===== src/rtl/crc_app_pkg.sv =====
package crc_app_pkg;

  // Phases of one packet: accepting data, emptying the delay buffer,
  // sending the checksum bytes.
  typedef enum logic [1:0] {
    ST_PASS   = 2'd0,
    ST_DRAIN  = 2'd1,
    ST_APPEND = 2'd2
  } app_state_e;

  localparam int unsigned BYTE_W = 8;

endpackage


===== src/rtl/crc_app_fifo.sv =====
module crc_app_fifo #(
  parameter  int W     = 8,
  parameter  int DEPTH = 4,
  localparam int AW    = (DEPTH > 1) ? $clog2(DEPTH) : 1,
  localparam int CW    = $clog2(DEPTH + 1)
) (
  input  logic          clk,
  input  logic          rst_n,
  input  logic          push,
  input  logic [W-1:0]  wdata,
  input  logic          pop,
  output logic [W-1:0]  rdata,
  output logic [CW-1:0] count
);

  logic [W-1:0]  mem [DEPTH];
  logic [AW-1:0] wp_q, rp_q;
  logic [CW-1:0] cnt_q;

  function automatic logic [AW-1:0] bump(input logic [AW-1:0] p);
    return (p == AW'(DEPTH - 1)) ? '0 : p + AW'(1);
  endfunction

  always_ff @(posedge clk) begin
    if (push) mem[wp_q] <= wdata;
  end

  always_ff @(posedge clk or negedge rst_n) begin
    if (!rst_n) begin
      wp_q  <= '0;
      rp_q  <= '0;
      cnt_q <= '0;
    end else begin
      if (push) wp_q <= bump(wp_q);
      if (pop)  rp_q <= bump(rp_q);
      cnt_q <= cnt_q + CW'(push) - CW'(pop);
    end
  end

  assign rdata = mem[rp_q];
  assign count = cnt_q;

endmodule


===== src/rtl/crc_app_engine.sv =====
module crc_app_engine #(
  parameter int               CRC_W = 32,
  parameter logic [CRC_W-1:0] POLY  = 32'h04C11DB7,
  parameter logic [CRC_W-1:0] INIT  = 32'hFFFFFFFF,
  parameter int               DW    = 8
) (
  input  logic             clk,
  input  logic             rst_n,
  input  logic             upd,
  input  logic [DW-1:0]    din,
  input  logic             reload,
  output logic [CRC_W-1:0] crc_reg,
  output logic [CRC_W-1:0] crc_final
);

  logic [CRC_W-1:0] crc_q;
  logic [CRC_W-1:0] stage [DW+1];

  assign stage[0] = crc_q;

  // One shift-and-xor step per data bit, most significant data bit first.
  for (genvar b = 0; b < DW; b++) begin : g_bit
    logic fb;
    assign fb          = stage[b][CRC_W-1] ^ din[DW-1-b];
    assign stage[b+1]  = {stage[b][CRC_W-2:0], 1'b0} ^ (fb ? POLY : '0);
  end

  always_ff @(posedge clk or negedge rst_n) begin
    if (!rst_n)      crc_q <= INIT;
    else if (reload) crc_q <= INIT;
    else if (upd)    crc_q <= stage[DW];
  end

  assign crc_reg   = crc_q;
  assign crc_final = ~crc_q;

endmodule


===== src/rtl/crc_app_ctrl.sv =====
module crc_app_ctrl
  import crc_app_pkg::*;
#(
  parameter  int FIFO_DEPTH  = 4,
  parameter  int N_CRC_BYTES = 4,
  localparam int CNT_W       = $clog2(FIFO_DEPTH + 1),
  localparam int IDX_W       = (N_CRC_BYTES > 1) ? $clog2(N_CRC_BYTES) : 1
) (
  input  logic             clk,
  input  logic             rst_n,
  input  logic             in_valid,
  input  logic             out_ready,
  input  logic             trailer_done,
  input  logic [CNT_W-1:0] fifo_cnt,
  output app_state_e       state,
  output logic [IDX_W-1:0] byte_idx,
  output logic             in_ready,
  output logic             out_valid,
  output logic             push,
  output logic             pop,
  output logic             crc_reload,
  output logic             crc_done
);

  app_state_e       st_q;
  logic [IDX_W-1:0] idx_q;
  logic             done_q;
  logic             full, empty, last_crc, drain_end;

  assign full  = (fifo_cnt == CNT_W'(FIFO_DEPTH));
  assign empty = (fifo_cnt == '0);

  always_comb begin
    unique case (st_q)
      ST_PASS:   out_valid = full;
      ST_DRAIN:  out_valid = !empty;
      ST_APPEND: out_valid = 1'b1;
      default:   out_valid = 1'b0;
    endcase
  end

  assign pop       = out_valid && out_ready && (st_q != ST_APPEND);
  assign in_ready  = (st_q == ST_PASS) && (!full || pop);
  assign push      = in_valid && in_ready;
  assign last_crc  = (st_q == ST_APPEND) && out_ready &&
                     (idx_q == IDX_W'(N_CRC_BYTES - 1));
  assign drain_end = empty || ((fifo_cnt == CNT_W'(1)) && pop);

  always_ff @(posedge clk or negedge rst_n) begin
    if (!rst_n) begin
      st_q   <= ST_PASS;
      idx_q  <= '0;
      done_q <= 1'b0;
    end else begin
      done_q <= last_crc;
      unique case (st_q)
        ST_PASS: begin
          if (trailer_done) st_q <= ST_DRAIN;
        end
        ST_DRAIN: begin
          if (drain_end) begin
            st_q  <= ST_APPEND;
            idx_q <= '0;
          end
        end
        ST_APPEND: begin
          if (out_ready) begin
            if (last_crc) begin
              st_q  <= ST_PASS;
              idx_q <= '0;
            end else begin
              idx_q <= idx_q + IDX_W'(1);
            end
          end
        end
        default: st_q <= ST_PASS;
      endcase
    end
  end

  assign state      = st_q;
  assign byte_idx   = idx_q;
  assign crc_reload = last_crc;
  assign crc_done   = done_q;

endmodule


===== src/rtl/crc_appender.sv =====
module crc_appender
  import crc_app_pkg::*;
#(
  parameter int               CRC_W      = 32,
  parameter logic [CRC_W-1:0] POLY       = 32'h04C11DB7,
  parameter logic [CRC_W-1:0] INIT       = 32'hFFFFFFFF,
  parameter int               FIFO_DEPTH = 4
) (
  input  logic       clk,
  input  logic       rst_n,
  input  logic       in_valid,
  output logic       in_ready,
  input  logic [7:0] in_data,
  input  logic       in_pad,
  input  logic       trailer_done,
  output logic       out_valid,
  input  logic       out_ready,
  output logic [7:0] out_data,
  output logic       crc_done
);

  localparam int NBYTES = CRC_W / BYTE_W;
  localparam int CNT_W  = $clog2(FIFO_DEPTH + 1);
  localparam int IDX_W  = (NBYTES > 1) ? $clog2(NBYTES) : 1;

  app_state_e       state;
  logic [IDX_W-1:0] byte_idx;
  logic             push, pop, crc_reload;
  logic [CNT_W-1:0] fifo_cnt;
  logic [7:0]       fifo_rdata;
  logic [CRC_W-1:0] crc_q, crc_out;
  logic [7:0]       crc_bytes [NBYTES];

  crc_app_ctrl #(
    .FIFO_DEPTH (FIFO_DEPTH),
    .N_CRC_BYTES(NBYTES)
  ) u_ctrl (
    .clk         (clk),
    .rst_n       (rst_n),
    .in_valid    (in_valid),
    .out_ready   (out_ready),
    .trailer_done(trailer_done),
    .fifo_cnt    (fifo_cnt),
    .state       (state),
    .byte_idx    (byte_idx),
    .in_ready    (in_ready),
    .out_valid   (out_valid),
    .push        (push),
    .pop         (pop),
    .crc_reload  (crc_reload),
    .crc_done    (crc_done)
  );

  crc_app_fifo #(
    .W    (BYTE_W),
    .DEPTH(FIFO_DEPTH)
  ) u_fifo (
    .clk  (clk),
    .rst_n(rst_n),
    .push (push),
    .wdata(in_data),
    .pop  (pop),
    .rdata(fifo_rdata),
    .count(fifo_cnt)
  );

  crc_app_engine #(
    .CRC_W(CRC_W),
    .POLY (POLY),
    .INIT (INIT),
    .DW   (BYTE_W)
  ) u_crc (
    .clk      (clk),
    .rst_n    (rst_n),
    .upd      (push && !in_pad),
    .din      (in_data),
    .reload   (crc_reload),
    .crc_reg  (crc_q),
    .crc_final(crc_out)
  );

  // Checksum split into bytes, index 0 holds the most significant byte.
  for (genvar k = 0; k < NBYTES; k++) begin : g_crc_byte
    assign crc_bytes[k] = crc_out[CRC_W-1-BYTE_W*k -: BYTE_W];
  end

  assign out_data = (state == ST_APPEND) ? crc_bytes[byte_idx] : fifo_rdata;

endmodule


===== config.mk =====
export PLATFORM = sky130hd
export DESIGN_NAME = crc_appender
export DESIGN_NICKNAME = d
export VERILOG_FILES = /design/src/rtl/crc_app_pkg.sv /design/src/rtl/crc_app_fifo.sv /design/src/rtl/crc_app_engine.sv /design/src/rtl/crc_app_ctrl.sv /design/src/rtl/crc_appender.sv
export SDC_FILE = /design/constraint.sdc
export NUM_CORES = 1
export LEC_CHECK = 0
export CAP_MARGIN = 25
export CORE_ASPECT_RATIO = 1.4
export CORE_MARGIN = 2
export CORE_UTILIZATION = 45
export CTS_BUF_LIST = sky130_fd_sc_hd__clkbuf_8
export DETAILED_ROUTE_END_ITERATION = 8
export HOLD_SLACK_MARGIN = 0.15
export PLACE_DENSITY = 0.74
export SETUP_SLACK_MARGIN = 0.02
export SKIP_LAST_GASP = 1
export SYNTH_ARGS = -nofsm -noshare
export SYNTH_HDL_FRONTEND = slang
export SYNTH_SLANG_ARGS = --single-unit

===== constraint.sdc =====
create_clock -name clk -period 3.2 [get_ports clk]
set_clock_uncertainty 0.15 [all_clocks]
set_input_delay 0.96 -clock clk [delete_from_list [all_inputs] [get_ports clk]]
set_output_delay 0.96 -clock clk [all_outputs]
set_load 0.01 [all_outputs]

==> impl_metrics.tcl, run 1 <==
set metrics [dict create \
    power.share.sequential_pct 28.9 \
    cp.required_ns 2.09 \
    swShare_pct 34.6 \
    cts_root_buf "clkbuf_8" \
    wirelength_um 8610 \
    core_area_sq_um 9350 \
    htree_levels 3 \
    hpwl_um 6290 \
    clkPwrFrac_pct 11.1 \
    placement.io_buffers 24 \
    arrival_ns 1.95 \
    multi_input_area_sq_um 2100 \
    cp-start-kind "input port" \
    grt_pass1_wl_um 14200 \
    p_leak_nw 2.10 \
    drv_cap 0 \
    ys_ff_latch 76 \
    dp_slack_ns -0.619 \
    num-fill-cells 777 \
    yosysSeqAreaShare_pct 49.0 \
    slew_viol_final 0 \
    die_area_sq_um 10300 \
    fp-row-count 42 \
    max_freq_mhz 327 \
    syn_area_sq_um 4290 \
    rsz0062_at_grt "false" \
    critical_path.max_fanout 2 \
    cts_buffers 9 \
    wire_per_inst_um 18.1 \
    period_share_pct 95.5 \
    switchingPower_mw 2.16 \
    status "completed" \
    layout_setup_ws_ns 0.144 \
    holdPathStages 2 \
    layout_common_cells "32 x dfstp_2, 32 x edfxtp_1, 31 x buf_4" \
    peakVddDrop_uv 578 \
    seq_area_sq_um 2110 \
    period_needed_ns 3.06 \
    stdcell_area_sq_um 5110 \
    whs_ns 0.372 \
    hold_buffers 0 \
    syn_inst 308 \
    via_count 2568 \
    place_congestion 0.875 \
    vias_per_cell 5.39 \
    setup_viol 0 \
    place_area_sq_um 4890 \
    firstDrtPassIters 4 \
    grt_pass1_vias 2724 \
    die_h_um 119 \
    cts_tree "yes" \
    p_per_area_nw_per_um2 1220 \
    drtIter0Drc 112 \
    relSlewSlack_pct 43.9 \
    combinationalPowerShare_pct 60.0 \
    synth_edf_count 32 \
    overflow 0 \
    io_pins 25 \
    synthFlopType "edfxtp_1" \
    synth_nets 331 \
    ys.warnings.count 0 \
    cts_buffer_depth 2 \
    postSynth.asyncResetShare_pct 57.9 \
    layout.nets 384 \
    postRouteAntennaNets 0 \
    fin_util_pct 54.7 \
    antenna_cells 0 \
    insertion_delay_ns 0.36 \
    end_kind "output pin" \
    start_util_pct 45.8 \
    routed.top_layer "met4" \
    drc 0 \
    reg2reg_depth 10 \
    fin_setup_tns_ns 0 \
    die_x_um 86.5 \
    intPower_mw 4.07 \
    path_clk_slew_ns 0.07 \
    hp-class "flop to flop" \
    drive_above_1_share_pct 33.1 \
    syn_area_per_cell_sq_um 13.9 \
    area_growth_pct 19.3 \
    tightest_slew_ns 0.842 \
    path_class "input port to output pin" \
    grt_max_degree 46 \
    grt_use_total_pct 18.8 \
    wl_met3_um 303 \
    wl_met1_um 3300 \
    antenna_found_initial 0 \
    hold_viol 0 \
    ys_types 38 \
    wl_met2_um 4800 \
    clock_sinks 76 \
]
## metrics by stage
stage                     std cells  total power [mW]
final                           476              6.23
after global routing            476              6.65
after CTS                       476              6.29
after global placement          456              5.41
after floorplan                 308              4.49
after detailed placement        456              5.55
## cells by family (layout without fill, tap and decap cells)
family                     Yosys count  after routing  share of synthesized area (%)
DFF                                 76             76                           49.0
xor gates and xnor gates            67             67                           22.1
and+or+nand+nor                     58             58                           6.83
AOI/OAI and AO/OA                   49             49                           6.36
buffers and inverters               25             83                           2.39
muxes                               24             24                           10.4
adders and majority gates            9              9                           2.80
## power groups by stage
stage	sequential, mW	combinational (mW)	clock [mW]
after floorplan	1.69	2.80	0
after global routing	1.85	4.06	0.745
after CTS	1.80	3.78	0.707
after detailed placement	1.84	3.71	0
after global placement	1.82	3.60	0
final	1.80	3.74	0.688
## what timing repair did
item	in CTS	in global routing
setup buffers	4	0
setup endpoints to repair	9	2
pin swaps	1	1
endpoints found under the hold margin	0	0
gates cloned	0	0
gates resized for setup	18	5
## synth_stat cells, drive strengths merged (5+ instances only)
cell type,number,area [sq um]
dfrtp,12,300
nand2,16,60.1
inv,7,26.3
mux4,16,360
ha,8,100
xnor2,36,387
o21ai,16,80.1
a21oi,23,115
clkbuf,11,41.3
buf,7,35.0
nor3,23,115
mux2,6,67.6
dfstp,32,841
o211ai,5,37.5
xor2,13,151
edfxtp,32,961
xnor3,14,315
## per-layer routing
metal / vias up / global-route usage, %
met1: 1285 / 22.2
met3: 16 / 4.44
met5: - / 0
li1: 1218 / -
met4: 0 / 7.52
met2: 49 / 32.5
## path summary, 6_finish.rpt
kind	to	start	slack, ns
setup reg to reg	u_fifo.count[2]	u_fifo.count[1]	0.79
max in group asynchronous	u_crc.crc_reg[25]	rst_n	1.62
setup / recovery	in_ready	out_ready	0.14
hold reg to reg	u_crc.crc_reg[18]	u_crc.crc_reg[18]	0.37
min in group asynchronous	u_fifo.rp_q[1]	rst_n	0.57
hold / removal	u_crc.crc_reg[18]	u_crc.crc_reg[18]	0.37
## layout make-up
cell class	count	share of cell area, %
Inverter	7	0.514
Tap cell	110	2.69
Multi-Input combinational cell	207	41.1
Timing Repair Buffer	60	10.9
Sequential cell	76	41.2
Clock buffer	9	2.42
Clock inverter	7	1.20
## critical path, cell delays in order
cell	delay, ns
dlymetal6s2s_1	0.13
or4b_4	0.55
nor3b_4	0.17
buf_2	0.13
Note: power is estimated with default switching activity, not from simulation.
==> run 2: changes to the inputs <==
Settings changed: CORE_MARGIN 2 to 3.
==> run 2 against run 1 <==
Core utilization up 2.0 points. Combinational power up 2%. Sequential share of layout area down 0.50 points. Largest cell class unchanged. Highest routed layer unchanged.
==> impl_metrics.tcl, run 2 (synthesized netlist as in run 1, its figures left out) <==
set metrics [dict create \
    total_power_mw 6.41 \
    arrival_ns 1.94 \
    cts_tree "yes" \
    postRouteAntennaNets 0 \
    combinationalPowerShare_pct 59.8 \
    period_needed_ns 3.05 \
    htree_levels 3 \
    drv_cap 0 \
    multi_input_area_sq_um 2090 \
    dp_slack_ns -0.616 \
    firstDrtPassIters 4 \
    layout_common_cells "45 x buf_4, 32 x dfstp_2, 32 x edfxtp_1" \
    layout_setup_ws_ns 0.155 \
    tightest_slew_ns 0.751 \
    grt_max_degree 33 \
    drive_above_1_share_pct 35.0 \
    end_kind "output pin" \
    cts_buffers 9 \
    peakVddDrop_uv 485 \
    placement.io_buffers 24 \
    via_count 2587 \
    num-fill-cells 743 \
    grt_pass1_wl_um 14400 \
    cp.required_ns 2.09 \
    clkPwrFrac_pct 11.9 \
    switchingPower_mw 2.20 \
    status "completed" \
    core_area_sq_um 9130 \
    insertion_delay_ns 0.34 \
    whs_ns 0.376 \
    slew_viol_final 0 \
    path_class "flop to output pin" \
    hold_buffers 0 \
    p_per_area_nw_per_um2 1240 \
    drtIter0Drc 112 \
    antenna_found_initial 0 \
    max_freq_mhz 328 \
    period_share_pct 95.2 \
    place_area_sq_um 4870 \
    grt_pass1_vias 2779 \
    die_area_sq_um 10700 \
    fp-row-count 41 \
    start_util_pct 46.9 \
    layout_commonest_cell "buf_4" \
    io_pins 25 \
    stdcell_area_sq_um 5180 \
    wirelength_um 8750 \
    seq_area_sq_um 2110 \
    power.share.sequential_pct 28.3 \
    fin_cells 484 \
    cts_buffer_depth 2 \
    setup_viol 0 \
    overflow 0 \
    hp-class "flop to flop" \
    hold_viol 0 \
    cts_root_buf "clkbuf_8" \
    vias_per_cell 5.35 \
    place_congestion 0.854 \
    intPower_mw 4.21 \
    wire_per_inst_um 18.1 \
    hpwl_um 6500 \
    placed_cells 458 \
    rsz0062_at_grt "false" \
    cp-start-kind "flop" \
    fin_setup_tns_ns 0 \
    relSlewSlack_pct 49.9 \
    die_x_um 88.5 \
    swShare_pct 34.3 \
    fin_util_pct 56.7 \
    clock_sinks 76 \
    p_leak_nw 2.17 \
    drc 0 \
    layout.nets 395 \
    antenna_cells 0 \
    area_growth_pct 20.8 \
    die_h_um 121 \
    grt_use_total_pct 18.1 \
    path_clk_slew_ns 0.07 \
    critical_path.max_fanout 5 \
]
run 2: cell count changes in the layout (fill, tap and decap cells not counted), sizes merged:
cell,delta
dlymetal6s2s,+1
bufinv,+1
inv,+1
clkinvlp,-2
buf,+11
dlygate4sd2,-1
run 2: routing by layer:
metal  share of wire (%)  vias up  global-route usage, %
met2                  55       41                   31.0
li1                    -     1245                      -
met3                 2.5       12                   3.06
met5                   0        -                      0
met1                  40     1289                   22.4
met4                 2.4        0                   7.37
run 2: timing repair:
action / 4_1_cts / 5_1_grt
buffers inserted: 9 / 1
resized for setup: 15 / 4
endpoints found under the hold margin: 0 / 0
setup endpoints to repair: 9 / 3
run 2: layout make-up:
type,count,area share (%)
clock buffers,9,2.39
clock inverters,7,1.64
inverters,7,0.508
multi-input cells,207,40.4
flip-flops and latches,76,40.7
well taps,107,2.59
repair buffers,71,11.7
run 2: final timing paths:
check,start,end,slack [ns],depth (start not counted)
worst max register to register,u_fifo.count[1],u_fifo.count[2],0.76,10
worst max-delay path,u_fifo.rp_q[0],out_data[0],0.15,5
max in group asynchronous,rst_n,u_crc.crc_reg[16],1.61,2
worst min register to register,u_crc.crc_reg[18],u_crc.crc_reg[18],0.38,2
min in group asynchronous,rst_n,u_fifo.wp_q[0],0.52,1
worst min-delay path,u_crc.crc_reg[18],u_crc.crc_reg[18],0.38,2
run 2: worst max-delay path, cell delays in order, from the launching register on:
cell	delay, ns
dfrtp_2	0.45
buf_4	0.15
mux4_2	0.52
nand2_1	0.08
o21ai_0	0.10
dlygate4sd2_1	0.31
run 2: power groups by stage:
stage          clock (mW)  sequential, mW  combinational, mW
3_3_place_gp            0            1.84               3.63
4_1_cts             0.786            1.82               3.87
5_1_grt             0.838            1.86               4.17
2_1_floorplan           0            1.69               2.80
6_report            0.765            1.82               3.83
3_5_place_dp            0            1.87               3.74
